**config.mk**
```make
export PLATFORM = sky130hd
export DESIGN_NAME = row_pkt_rx
export DESIGN_NICKNAME = d
export VERILOG_FILES = /design/src/rtl/row_pkt_pkg.sv /design/src/rtl/rp_frame_ctrl.sv /design/src/rtl/rp_beat_store.sv /design/src/rtl/rp_field_decode.sv /design/src/rtl/rp_status.sv /design/src/rtl/row_pkt_rx.sv
export SDC_FILE = /design/constraint.sdc
export NUM_CORES = 1
export LEC_CHECK = 0
export CORE_ASPECT_RATIO = 0.7
export CORE_MARGIN = 2
export CORE_UTILIZATION = 35
export CTS_BUF_LIST = sky130_fd_sc_hd__clkbuf_4 sky130_fd_sc_hd__clkbuf_8
export CTS_CLUSTER_SIZE = 12
export DETAILED_ROUTE_END_ITERATION = 16
export GPL_ROUTABILITY_DRIVEN = 0
export PLACE_DENSITY = 0.55
export SETUP_SLACK_MARGIN = 0.3
export SKIP_LAST_GASP = 1
export SYNTH_ARGS = -nofsm -noshare
export SYNTH_HDL_FRONTEND = slang
export SYNTH_SLANG_ARGS = --single-unit
```
**constraint.sdc**
```tcl
create_clock -name clk -period 4.4 [get_ports clk]
set_clock_uncertainty 0.2 [all_clocks]
set_input_delay 0.88 -clock clk [delete_from_list [all_inputs] [get_ports clk]]
set_output_delay 0.88 -clock clk [all_outputs]
set_load 0.05 [all_outputs]
```
**src/rtl/row_pkt_pkg.sv**
```systemverilog
package row_pkt_pkg;

  localparam int unsigned RP_WIRES  = 3;
  localparam int unsigned RP_BEATS  = 4;
  localparam int unsigned RP_BEAT_W = 2 * RP_WIRES;
  localparam int unsigned RP_PKT_W  = RP_BEAT_W * RP_BEATS;
  localparam int unsigned RP_DEV_W  = 5;
  localparam int unsigned RP_BANK_W = 5;
  localparam int unsigned RP_ARG_W  = 11;

  // Packed word: half-cycle h occupies bits [23-3h -: 3] as {top,mid,bot}.
  typedef logic [RP_PKT_W-1:0] pkt_word_t;

  // Dual-rail pair {top, mid} of beat 0 early half.
  typedef enum logic [1:0] {
    PAIR_NONE = 2'b00,
    PAIR_LO   = 2'b01,
    PAIR_HI   = 2'b10,
    PAIR_ALL  = 2'b11
  } pair_e;

  typedef struct packed {
    logic                 bcast;
    logic                 activate;
    logic [RP_DEV_W-1:0]  dev;
    logic [RP_BANK_W-1:0] bank;
    logic [RP_ARG_W-1:0]  arg;
  } row_fields_t;

  function automatic pair_e pair_of(input pkt_word_t w);
    return pair_e'(w[23:22]);
  endfunction

  function automatic logic [RP_DEV_W-1:0] dev_of(input pkt_word_t w);
    logic hi;
    hi = (pair_of(w) == PAIR_HI);
    return {hi, w[21], w[20], w[19], w[18]};
  endfunction

  function automatic logic [RP_BANK_W-1:0] bank_of(input pkt_word_t w);
    // bank bits 0..4 sit in bits 17..13; bit 12 is reserved
    return {w[13], w[14], w[15], w[16], w[17]};
  endfunction

  function automatic logic av_of(input pkt_word_t w);
    return w[9];
  endfunction

  function automatic logic [RP_ARG_W-1:0] arg_of(input pkt_word_t w);
    return {w[11], w[10], w[8], w[7], w[6], w[5], w[4], w[3], w[2], w[1], w[0]};
  endfunction

  function automatic logic addr_hit(input pkt_word_t w, input logic [RP_DEV_W-1:0] id);
    pair_e p;
    p = pair_of(w);
    if (p == PAIR_ALL)  return 1'b1;
    if (p == PAIR_NONE) return 1'b0;
    return dev_of(w) == id;
  endfunction

endpackage

```
**src/rtl/rp_frame_ctrl.sv**
```systemverilog
module rp_frame_ctrl #(
  parameter int unsigned BEATS = 4
) (
  input  logic             clk,
  input  logic             rst,
  input  logic             start_req,
  output logic [BEATS-1:0] beat_en,
  output logic             frame_last
);
  localparam int unsigned CNT_W = (BEATS > 1) ? $clog2(BEATS) : 1;
  localparam logic [CNT_W-1:0] LAST_IDX = CNT_W'(BEATS - 1);

  logic             busy;
  logic [CNT_W-1:0] beat_idx;

  always_comb begin
    beat_en = '0;
    if (!busy) beat_en[0] = start_req;
    else       beat_en[beat_idx] = 1'b1;
  end

  assign frame_last = beat_en[BEATS-1];

  always_ff @(posedge clk) begin
    if (rst) begin
      busy     <= 1'b0;
      beat_idx <= '0;
    end else if (!busy) begin
      if (start_req) begin
        busy     <= 1'b1;
        beat_idx <= CNT_W'(1);
      end
    end else if (beat_idx == LAST_IDX) begin
      busy     <= 1'b0;
      beat_idx <= '0;
    end else begin
      beat_idx <= beat_idx + CNT_W'(1);
    end
  end
endmodule

```
**src/rtl/rp_beat_store.sv**
```systemverilog
module rp_beat_store #(
  parameter int unsigned WIRES = 3,
  parameter int unsigned BEATS = 4
) (
  input  logic                        clk,
  input  logic                        rst,
  input  logic [WIRES-1:0]            early,
  input  logic [WIRES-1:0]            late,
  input  logic [BEATS-2:0]            load_en,
  output logic [2*WIRES*BEATS-1:0]    pkt_word
);
  localparam int unsigned BEAT_W = 2 * WIRES;
  localparam int unsigned PKT_W  = BEAT_W * BEATS;

  genvar k;
  generate
    for (k = 0; k < BEATS - 1; k++) begin : g_slot
      logic [BEAT_W-1:0] slot_q;
      always_ff @(posedge clk) begin
        if (rst)             slot_q <= '0;
        else if (load_en[k]) slot_q <= {early, late};
      end
      assign pkt_word[PKT_W-1-k*BEAT_W -: BEAT_W] = slot_q;
    end
  endgenerate

  // final beat is used straight from the bus
  assign pkt_word[BEAT_W-1:0] = {early, late};
endmodule

```
**src/rtl/rp_field_decode.sv**
```systemverilog
module rp_field_decode
  import row_pkt_pkg::*;
(
  input  pkt_word_t             pkt_word,
  input  logic [RP_DEV_W-1:0]   my_id,
  output row_fields_t           fields,
  output logic                  hit
);
  always_comb begin
    fields.bcast    = (pair_of(pkt_word) == PAIR_ALL);
    fields.activate = av_of(pkt_word);
    fields.dev      = dev_of(pkt_word);
    fields.bank     = bank_of(pkt_word);
    fields.arg      = arg_of(pkt_word);
    hit             = addr_hit(pkt_word, my_id);
  end
endmodule

```
**src/rtl/rp_status.sv**
```systemverilog
module rp_status (
  input  logic clk,
  input  logic rst,
  input  logic set_evt,
  input  logic clr_evt,
  output logic active
);
  always_ff @(posedge clk) begin
    if (rst)          active <= 1'b0;
    else if (set_evt) active <= 1'b1;
    else if (clr_evt) active <= 1'b0;
  end
endmodule

```
**src/rtl/row_pkt_rx.sv**
```systemverilog
module row_pkt_rx
  import row_pkt_pkg::*;
(
  input  logic                 clk,
  input  logic                 rst,
  input  logic [RP_DEV_W-1:0]  dev_id,
  input  logic [RP_WIRES-1:0]  ctl_early,
  input  logic [RP_WIRES-1:0]  ctl_late,
  input  logic                 active_clear,
  output logic                 pkt_valid,
  output logic                 pkt_bcast,
  output logic                 pkt_activate,
  output logic [RP_DEV_W-1:0]  pkt_dev,
  output logic [RP_BANK_W-1:0] pkt_bank,
  output logic [RP_ARG_W-1:0]  pkt_arg,
  output logic                 dev_active
);
  // named internal events
  logic                 start_req;
  logic [RP_BEATS-1:0]  beat_en;
  logic                 frame_last;
  pkt_word_t            pkt_word;
  row_fields_t          dec_fields;
  logic                 dec_hit;
  logic                 accept_evt;
  logic                 act_set;

  assign start_req = (ctl_early[RP_WIRES-1 -: 2] != PAIR_NONE);

  rp_frame_ctrl #(.BEATS(RP_BEATS)) u_frame (
    .clk        (clk),
    .rst        (rst),
    .start_req  (start_req),
    .beat_en    (beat_en),
    .frame_last (frame_last)
  );

  rp_beat_store #(.WIRES(RP_WIRES), .BEATS(RP_BEATS)) u_store (
    .clk      (clk),
    .rst      (rst),
    .early    (ctl_early),
    .late     (ctl_late),
    .load_en  (beat_en[RP_BEATS-2:0]),
    .pkt_word (pkt_word)
  );

  rp_field_decode u_decode (
    .pkt_word (pkt_word),
    .my_id    (dev_id),
    .fields   (dec_fields),
    .hit      (dec_hit)
  );

  assign accept_evt = frame_last && dec_hit;
  assign act_set    = accept_evt && dec_fields.activate && !dec_fields.bcast;

  always_ff @(posedge clk) begin
    if (rst) begin
      pkt_valid    <= 1'b0;
      pkt_bcast    <= 1'b0;
      pkt_activate <= 1'b0;
      pkt_dev      <= '0;
      pkt_bank     <= '0;
      pkt_arg      <= '0;
    end else begin
      pkt_valid <= accept_evt;
      if (accept_evt) begin
        pkt_bcast    <= dec_fields.bcast;
        pkt_activate <= dec_fields.activate;
        pkt_dev      <= dec_fields.bcast ? {1'b0, dec_fields.dev[RP_DEV_W-2:0]}
                                         : dec_fields.dev;
        pkt_bank     <= dec_fields.bank;
        pkt_arg      <= dec_fields.arg;
      end
    end
  end

  rp_status u_status (
    .clk     (clk),
    .rst     (rst),
    .set_evt (act_set),
    .clr_evt (active_clear),
    .active  (dev_active)
  );
endmodule

```
# Word-level counts from Yosys, hierarchy flattened
# Cells that the tools add are included.
# totals
output_inout_bits,25
in_bits,14
regBits,46
# classes
muxes,20
n_reduce_logical,9
add_sub_neg,1
n_lt_le_gt_ge,2
eq_ne,4
# op_table
operator,count
1-bit two-way mux,14
2-bit equality test (second input constant),3
2-bit two-way mux,3
2-bit nonzero test,3
5-bit equality test,1
5-bit two-way mux,1
1-bit logical AND,4
2-bit by 3-bit less-than comparator with 1-bit output (second input constant),1
3-bit two-way mux,1
2-bit by 1-bit adder with 2-bit output (second input constant),1
1-bit demux with 2-bit select,1
2-bit by 1-bit greater-or-equal comparator with 1-bit output (second input constant),1
2-bit logical NOT,1
1-bit logical NOT,1

# Logic depth before layout (Yosys ltp)
# Gate-level depths: netlist of the first run.
# logic_depth
depth_word,9
ltp_mapped,6
depth_no_buf,6

# Modules after synthesis
# From an unflattened synthesis of the first run, not the netlist that was laid out.
# unflattened
cells_unflattened,232
hier_area_um2,2280.9
# modules_own_cells
module,area_per_inst_um2,cells_each,instances
row_pkt_rx,1079.8,109,1
rp_beat_store,709.4,65,1
rp_field_decode,237.7,31,1
rp_frame_ctrl,215.2,23,1
rp_status,38.8,4,1

# Worst setup path after synthesis of the first run
# No wires, ideal clock.
# synth_path
kind,input to register
from,input dev_id[0]
to,register pkt_activate
setup_time_ns,0.072
path_buffers,1
arrival_ns,1.775
path_slack_ns,2.353
stages,5
cell_sequence,xnor2_2 -> nand4_4 -> o21ai_4 -> buf_12 -> mux2i_1
# synth_between
elab_chain_len,4
# synth_lines
item,line,text
from (decl),row_pkt_rx.sv:6,"input logic [RP_DEV_W-1:0] dev_id,"
5-bit equality test,row_pkt_pkg.sv:58,return dev_of(w) == id;
1-bit two-way mux,row_pkt_pkg.sv:58,
1-bit two-way mux,row_pkt_pkg.sv:57,if (p == PAIR_NONE) return 1'b0;
1-bit logical AND,row_pkt_rx.sv:54,assign accept_evt = frame_last && dec_hit;
to (signal assigned),row_pkt_rx.sv:69,pkt_activate <= dec_fields.activate;
to (decl),row_pkt_rx.sv:12,"output logic pkt_activate,"
# Every way passes these cells.
# A chain may end at the register's enable or synchronous reset.

# Worst setup path in the final report of the first run
# layout_path
from,input dev_id[1]
to,register pkt_bank[3]
# layout_between
elab_chain_len,4
# layout_lines
item,line,text
5-bit equality test,row_pkt_pkg.sv:58,
1-bit two-way mux,row_pkt_pkg.sv:58,
1-bit two-way mux,row_pkt_pkg.sv:57,
1-bit logical AND,row_pkt_rx.sv:54,
to (signal assigned),row_pkt_rx.sv:72,pkt_bank <= dec_fields.bank;
to (decl),row_pkt_rx.sv:14,"output logic [RP_BANK_W-1:0] pkt_bank,"
# Every way passes these cells.

==> results of run 1 <==
==> where the power goes <==
part	internal, mW	total [mW]	leakage (nW)	switching (mW)
clock network	0.170	0.315	0.0543	0.145
logic	0.0389	0.0811	0.435	0.0422
registers	0.416	0.426	0.365	0.00955
total	0.625	0.822	0.855	0.197
==> how the worst min path moves through the flow <==
stage | slack [ps] | to | depth (start not counted) | from
3_3_place_gp | 250 | u_store.g_slot[1].slot_q[4] | 2 | u_store.g_slot[1].slot_q[4]
2_1_floorplan | 240 | u_store.g_slot[1].slot_q[1] | 2 | u_store.g_slot[1].slot_q[1]
5_1_grt | 290 | u_store.g_slot[2].slot_q[0] | 2 | u_store.g_slot[2].slot_q[0]
6_report | 260 | u_store.g_slot[2].slot_q[4] | 2 | u_store.g_slot[2].slot_q[4]
3_5_place_dp | 250 | u_store.g_slot[2].slot_q[4] | 2 | u_store.g_slot[2].slot_q[4]
4_1_cts | 260 | u_store.g_slot[2].slot_q[4] | 2 | u_store.g_slot[2].slot_q[4]
==> worst max-delay path, cell delays in order <==
cell	delay, ps
clkdlybuf4s50_1	450
xnor2_2	200
nand4_4	160
o21ai_4	750
mux2i_1	280
==> routing by layer <==
metal	track usage [%]	vias to the layer above	part of all wire, %
li1	-	784	-
met1	19.9	677	55
met2	19.3	33	39
met3	3.85	2	5.2
met4	4.29	0	0.58
met5	0	-	0
==> cells by family (layout without fill, tap and decap cells) <==
group / Yosys count / after routing
AO/OA/AOI/OAI: 26 / 26
XOR/XNOR: 4 / 4
adder cells (fa/ha/maj): 4 / 4
buffers and inverters: 15 / 50
flip-flops: 45 / 45
multiplexers: 26 / 26
AND/OR/NAND/NOR: 91 / 91
==> sequential cells by signal, indices dropped and copies added, names as in the netlist, 2 cells and up <==
name                   flops
pkt_arg                   11
pkt_dev                    5
pkt_bank                   5
u_frame.beat_idx           2
u_store.g_slot.slot_q     17
==> per-stage QoR <==
stage	setup slack [ps]	area, µm²	hold slack, ps	power (mW)
floorplan	2350	2050	237	0.490
global placement	1380	2440	246	0.518
detailed placement	1340	2440	251	0.517
CTS	1650	2560	265	0.836
global route	1500	2560	291	0.860
finish	1680	2560	261	0.822
==> layout by cell type (no fill, tap or decap), drive strengths merged, types with 2 or more instances in the layout <==
master / n
or2b: 3
a21oi: 17
inv: 3
o21ai: 5
dfxtp: 45
nor2: 10
ha: 4
xnor2: 4
nor3: 3
nand2b: 41
a22oi: 2
buf: 2
clkdlybuf4s50: 37
mux2i: 25
clkbuf: 5
nand3: 13
nand2: 14
nand4: 3
==> area by class of cell <==
cell class / instances / area (µm²)
Tap cell: 75 / 93.8
Clock buffer: 5 / 68.8
Sequential cell: 45 / 901
Inverter: 3 / 11.3
Multi-Input combinational cell: 151 / 1060
Fill cell: 558 / 3140
Timing Repair Buffer: 39 / 383
Clock inverter: 3 / 46.3
==> impl_metrics.tcl, run 1 <==
set metrics [dict create \
    p_per_area_nw_per_um2 321 \
    ys_ff_latch 45 \
    fin_crit_sh_pct 61.7 \
    setup_tns_ps 0 \
    synth_top_cell_by_area "dfxtp_1" \
    cts_setup_buffers 0 \
    dieArea_um2 6490 \
    ys_top_cells_by_count "45 x dfxtp_1, 41 x nand2b_1, 25 x mux2i_1" \
    tightest_slew_ps 953 \
    drive_gt1_share_pct 8.54 \
    dpl.cell_count 313 \
    die_w_um 95.5 \
    synth_top_family_by_area "simple AND/OR/NAND/NOR gates" \
    synth.area.top_cells "dfxtp_1 44%, nand2b_1 13%, mux2i_1 12%" \
    outcome "finished clean" \
    cts-resized-gates 0 \
    ys_seq_area_share_pct 44.0 \
    vdd_drop_max_mv 0.140 \
    finalSetupViolations 0 \
    synth_fa_ha_area_share_pct 2.44 \
    dp_hpwl_mm 2.67 \
    drt-initial-drc-count 73 \
    root_buffer "clkbuf_8" \
    async_flop_share_pct 0 \
    leakagePower_nw 0.855 \
    io_buffers 38 \
    timing.rr.end "pkt_bank[3]" \
    path_clk_slew_ps 90 \
    synth-xor-area-share_pct 3.17 \
    end_kind "register" \
    drc 0 \
    fin_cells 321 \
    diodes 0 \
    grt_max_degree 67 \
    coreArea_um2 5700 \
    yosys_warnings 0 \
    vias_per_cell 4.66 \
    crit_fanout 22 \
    avgSynthCellArea_um2 9.71 \
    track_usage_pct 13.6 \
    synth_edf_count 0 \
    routed_wl_mm 3.98 \
    grt_pass1_vias 1361 \
    yosys.area_share.simple_pct 25.2 \
    vias 1496 \
    cts_max_level 2 \
    cts_hold_buf 0 \
    hp-class "register to register" \
    mappedNetlistArea_um2 2050 \
    final_util_pct 44.9 \
    core.rowCount 23 \
    drv_cap 0 \
    dominantRegCellSynth "dfxtp_1" \
    ant_nets 0 \
    cp-start-kind "input port" \
    grt_overflow 0 \
    synth_top_cell_area_share_pct 44.0 \
    r2r_start "u_frame.beat_idx[0]" \
    syn-num-nets 229 \
    finalNetCount 263 \
    io_pins 39 \
    cts-buffers-inserted 5 \
    fmax_mhz 368 \
    endpoint "pkt_bank[3]" \
    fin_crit_ps 2720 \
    clkLatencyLatePin_ps 300 \
    cts_tree "built" \
    synth_compound_area_share_pct 7.94 \
    synth.most_common_cell "dfxtp_1" \
    start_util_pct 36.0 \
    slew_headroom_pct 36.5 \
    clk_path_buf_depth 2 \
    critPathLaunch "dev_id[1]" \
    synth.mux.area_fraction_pct 12.8 \
    worstPathRequired_ps 4420 \
    hold_viol_final 0 \
    postSynthCellCount 211 \
    ys_types 31 \
    clock_sinks 45 \
    rr_worst_depth 4 \
    wl_per_cell_um 12.4 \
    crit_type "input port to register" \
    regToRegSetupSlack_ps 2210 \
    critPathArrivalTime_ps 2730 \
    slew_violations 0 \
    antenna_found_initial 0 \
    grt_first_pass_wirelength_mm 6.66 \
    die_h_um 68.0 \
    area_growth_syn_to_layout_pct 24.9 \
    dr.pass1.iters 4 \
    grt_setup_unrepaired "no" \
]
Power figures use the tool's default switching activity.
==> run 2: changes to the inputs <==
Settings changed: PLACE_DENSITY 0.55 to 0.57.
Clock period 4.4 ns to 2.3 ns, I/O delays scaled along.
==> run 2 against run 1 <==
Global-route usage decreased by 0.23 points. Via count increased by 0.87%. Register-to-register slack got worse by 1700 ps. Critical path type unchanged. Largest cell class unchanged. Highest routed layer unchanged.
==> impl_metrics.tcl, run 2 (synthesized netlist as in run 1, its figures left out) <==
set metrics [dict create \
    outcome "finished clean" \
    largestRegisters "u_store.g_slot.slot_q (17), pkt_arg (11)" \
    leakagePower_nw 1.01 \
    dr.pass1.iters 4 \
    cts-buffers-inserted 5 \
    drt-initial-drc-count 62 \
    io_pins 39 \
    postLayoutSetupSlackWorst_ps 415 \
    r2r_start "u_frame.busy" \
    regToRegSetupSlack_ps 500 \
    grt_setup_unrepaired "no" \
    core.rowCount 23 \
    slowest_stage "clkdlybuf4s50_1" \
    worstPathRequired_ps 2320 \
    path_cells "clkdlybuf4s50_1, xnor2_2, nand4_4, o21ai_4, buf_12, mux2i_1" \
    area_growth_syn_to_layout_pct 25.9 \
    cts_hold_buf 0 \
    hp-class "register to register" \
    clock_sinks 45 \
    fin_crit_sh_pct 81.9 \
    end_kind "register" \
    crit_fanout 13 \
    clkLatencyLatePin_ps 290 \
    routed_wl_mm 3.98 \
    grt_pass1_vias 1394 \
    setup_tns_ps 0 \
    wl_per_cell_um 12.2 \
    die_h_um 68.0 \
    route.met2.wl_mm 1.57 \
    path_clk_slew_ps 70 \
    vias_per_cell 4.63 \
    fin_crit_ps 1880 \
    cp-start-kind "input port" \
    grt_first_pass_wirelength_mm 6.58 \
    wl_met3_um 231 \
    pre_cts_ws_ps 101 \
    root_buffer "clkbuf_8" \
    start_util_pct 36.0 \
    ant_nets 0 \
    antenna_found_initial 0 \
    largest-register "u_store.g_slot.slot_q" \
    drv_cap 0 \
    hold_depth 2 \
    slew_violations 0 \
    holdPathEnd "u_store.g_slot[2].slot_q[1]" \
    io_buffers 38 \
    cts_max_level 2 \
    timing.rr.end "pkt_bank[1]" \
    dieArea_um2 6490 \
    grt_max_degree 43 \
    finalNetCount 268 \
    clk_path_buf_depth 2 \
    slew_headroom_pct 62.2 \
    dpl-instance-area_um2 2520 \
    slowest_delay_ps 450 \
    grt_overflow 0 \
    crit_type "input port to register" \
    tightest_slew_ps 566 \
    drc 0 \
    routed.top_layer "met4" \
    holdWs_ps 257 \
    dpl.cell_count 318 \
    finalSetupViolations 0 \
    cts_tree "built" \
    p_per_area_nw_per_um2 569 \
    track_usage_pct 13.4 \
    layout_common_cells "45 x dfxtp_1, 41 x nand2b_1, 25 x mux2i_1, 25 x dlygate4sd2_1, 16 x a21oi_1" \
    largest_reg_flops 17 \
    diodes 0 \
    critPathArrivalTime_ps 1900 \
    vdd_drop_max_mv 0.299 \
    vias 1509 \
    hold_viol_final 0 \
    drive_gt1_share_pct 10.4 \
    coreArea_um2 5700 \
    rr_worst_depth 4 \
    fin_cells 326 \
    mostFrequentLayoutCell "dfxtp_1" \
    holdCritStartpoint "u_store.g_slot[2].slot_q[1]" \
    die_w_um 95.5 \
    dp_hpwl_mm 2.86 \
    wl_met1_mm 2.15 \
    fmax_mhz 531 \
    fin_area_um2 2580 \
    power_mw 1.47 \
    final_util_pct 45.3 \
]
run 2: changes by cell type in the layout (fill, tap and decap cells not counted):
cell	delta
buf_4	+2
buf_12	+3
bufinv_16	-1
dlygate4sd2_1	+25
clkbuf_4	+3
clkdlybuf4s50_1	-25
clkinv_4	-1
clkinvlp_4	-1
run 2: worst max-delay path, delay by kind of cell:
| kind | cells | cell delay (ps) |
|---|---|---|
| buf+inv | 2 | 630 |
| compound gates | 1 | 240 |
| xor+xnor | 1 | 230 |
| mux | 1 | 180 |
| simple gates | 1 | 150 |
run 2: repair_timing:
action	CTS	global route
endpoints found under the setup margin	25	0
resized for setup	25	0
buffers inserted	0	0
run 2: worst max-delay path by stage:
stage	startpoint	end	depth (start not counted)
floorplan	dev_id[0]	pkt_activate	5
global placement	dev_id[4]	pkt_dev[4]	5
detailed placement	dev_id[3]	pkt_activate	6
CTS	dev_id[3]	pkt_bank[1]	6
global route	dev_id[2]	pkt_activate	6
finish	dev_id[3]	pkt_bank[1]	6
run 2: routing by layer:
metal / global-route usage, % / up-vias
li1: - / 796
met1: 18.9 / 677
met2: 18.9 / 34
met3: 5.40 / 2
met4: 3.21 / 0
met5: 0 / -
run 2: area by class of cell:
type,instances,area (µm²)
well taps,75,93.8
fillers,579,3120
inverters,3,11.3
repair buffers,44,427
flip-flops and latches,45,901
multi-input cells,151,1060
clock buffers,8,91.3
run 2: report_power, final:
group	total, mW	internal [mW]	switching, mW
Sequential	0.820	0.797	0.0233
Clock	0.491	0.251	0.240
Combinational	0.157	0.0795	0.0772
Total	1.47	1.13	0.340
==> run 3: changes to the inputs <==
Settings changed: PLACE_DENSITY 0.57 to 0.55.
Clock period 2.3 ns to 1.8 ns, I/O delays scaled along.
==> run 3 against run 2 <==
Global-route usage rose by 0.81 points. Clock power rose by 82%. Die area did not move. Non-clock buffer count rose by 10. Sequential share of layout area fell by 4.3 points. Total power rose by 49%. Critical path depth did not move. Cell area rose by 16%. Setup slack got worse by 150 ps. Cell count rose by 3.1%. Via count rose by 3.2%.
==> impl_metrics.tcl, run 3 (synthesized netlist as in run 1, its figures left out) <==
set metrics [dict create \
    outcome "finished clean" \
    critPathArrivalTime_ps 1570 \
    dieArea_um2 6490 \
    dr.pass1.iters 4 \
    path_cells "dlygate4sd2_1, xnor2_4, nand4_4, o21ai_4, buf_6, mux2i_1" \
    finalNetCount 278 \
    p_per_area_nw_per_um2 729 \
    fin_crit_ps 1530 \
    antenna_found_initial 0 \
    cts_tree "built" \
    largest-register "u_store.g_slot.slot_q" \
    grt_setup_unrepaired "yes" \
    fmax_mhz 653 \
    vias 1558 \
    crit_fanout 8 \
    grt_pass1_vias 1426 \
    drc 0 \
    wl_per_cell_um 12.7 \
    hold_viol_final 0 \
    largest_reg_flops 17 \
    io_buffers 38 \
    vdd_drop_max_mv 0.354 \
    slowest_stage "dlygate4sd2_1" \
    grt_max_degree 37 \
    grt_first_pass_wirelength_mm 6.92 \
    drv_cap 0 \
    cp-start-kind "input port" \
    worstPathRequired_ps 1840 \
    cts-buffers-inserted 5 \
    hp-class "register to register" \
    crit_buf_inv 2 \
    largestRegisters "u_store.g_slot.slot_q (17), pkt_arg (11)" \
    diodes 0 \
    grt_overflow 0 \
    fin_crit_sh_pct 85.0 \
    leakagePower_nw 1.07 \
    cts_hold_buf 0 \
    die_h_um 68.0 \
    path_clk_slew_ps 90 \
    slew_headroom_pct 72.2 \
    crit_family "buffers and inverters" \
    setup_tns_ps 0 \
    clkLatencyLatePin_ps 300 \
    final_util_pct 52.6 \
    cts_max_level 2 \
    fin_area_um2 3000 \
    slew_violations 0 \
    vias_per_cell 4.64 \
    finalSetupViolations 0 \
    n_fill_cell 519 \
    area_growth_syn_to_layout_pct 46.3 \
    start_util_pct 36.0 \
    routed_wl_mm 4.26 \
    dpl-instance-area_um2 2770 \
    ant_nets 0 \
    die_w_um 95.5 \
    dp_hpwl_mm 2.98 \
    end_kind "register" \
    core.rowCount 23 \
    root_buffer "clkbuf_8" \
    track_usage_pct 14.2 \
    coreArea_um2 5700 \
    drt-initial-drc-count 102 \
    drive_gt1_share_pct 28.7 \
    clock_sinks 45 \
    io_pins 39 \
    layout_common_cells "41 x nand2b_1, 36 x dfxtp_1, 25 x mux2i_1" \
    mostFrequentLayoutCell "nand2b_1" \
    tightest_slew_ps 417 \
    clk_path_buf_depth 2 \
    slowest_delay_ps 290 \
    crit_type "input port to register" \
]
## run 3: stage by stage
step / hold WS [ps] / total power, mW / setup slack (ps) / instances
6_report: 260 / 2.19 / 269 / 336
5_1_grt: 275 / 2.28 / 203 / 336
4_1_cts: 261 / 2.20 / 242 / 334
3_5_place_dp: 248 / 1.29 / -280 / 323
3_3_place_gp: 244 / 1.29 / -254 / 323
2_1_floorplan: 237 / 1.21 / 303 / 211
## run 3: repair_timing
action / CTS / global route
setup endpoints to repair: 29 / 29
pin swaps: 7 / 6
buffers inserted: 3 / 2
resized for setup: 22 / 5
## run 3: tightest hold or removal path, stage by stage (launching register included)
cell	delay [ps]
dfxtp_1	310
nand2_1	50
a21oi_1	50
## run 3: cell type report
cell class                 count  area [µm²]  area share, %
tap                           75        93.8           3.13
multi-input combinational    151        1130           37.6
sequential                    45         917           30.6
timing repair buffer          54         714           23.8
inverter                       3        11.3          0.375
clock buffer                   5        68.8           2.29
clock inverter                 3        65.1           2.17
## run 3: path summary, 6_finish.rpt
path                                  to  slack (ps)                         from  cells after the start
max                           pkt_arg[6]         270                    dev_id[3]                      6
min          u_store.g_slot[1].slot_q[5]         260  u_store.g_slot[1].slot_q[5]                      2
max reg2reg                   pkt_arg[6]         280          u_frame.beat_idx[0]                      5
min reg2reg  u_store.g_slot[1].slot_q[5]         260  u_store.g_slot[1].slot_q[5]                      2
## run 3: where the power goes
part	internal, mW	switching (mW)
Sequential	1.02	0.0307
Combinational	0.126	0.115
Clock	0.551	0.342
Total	1.70	0.488
## run 3: metal layers
metal / track usage (%) / wire (µm) / up-vias
li1: - / - / 807
met3: 3.63 / 258 / 7
met5: 0 / 0 / -
met2: 19.3 / 1700 / 35
met1: 21.0 / 2250 / 709
met4: 5.89 / 60 / 0
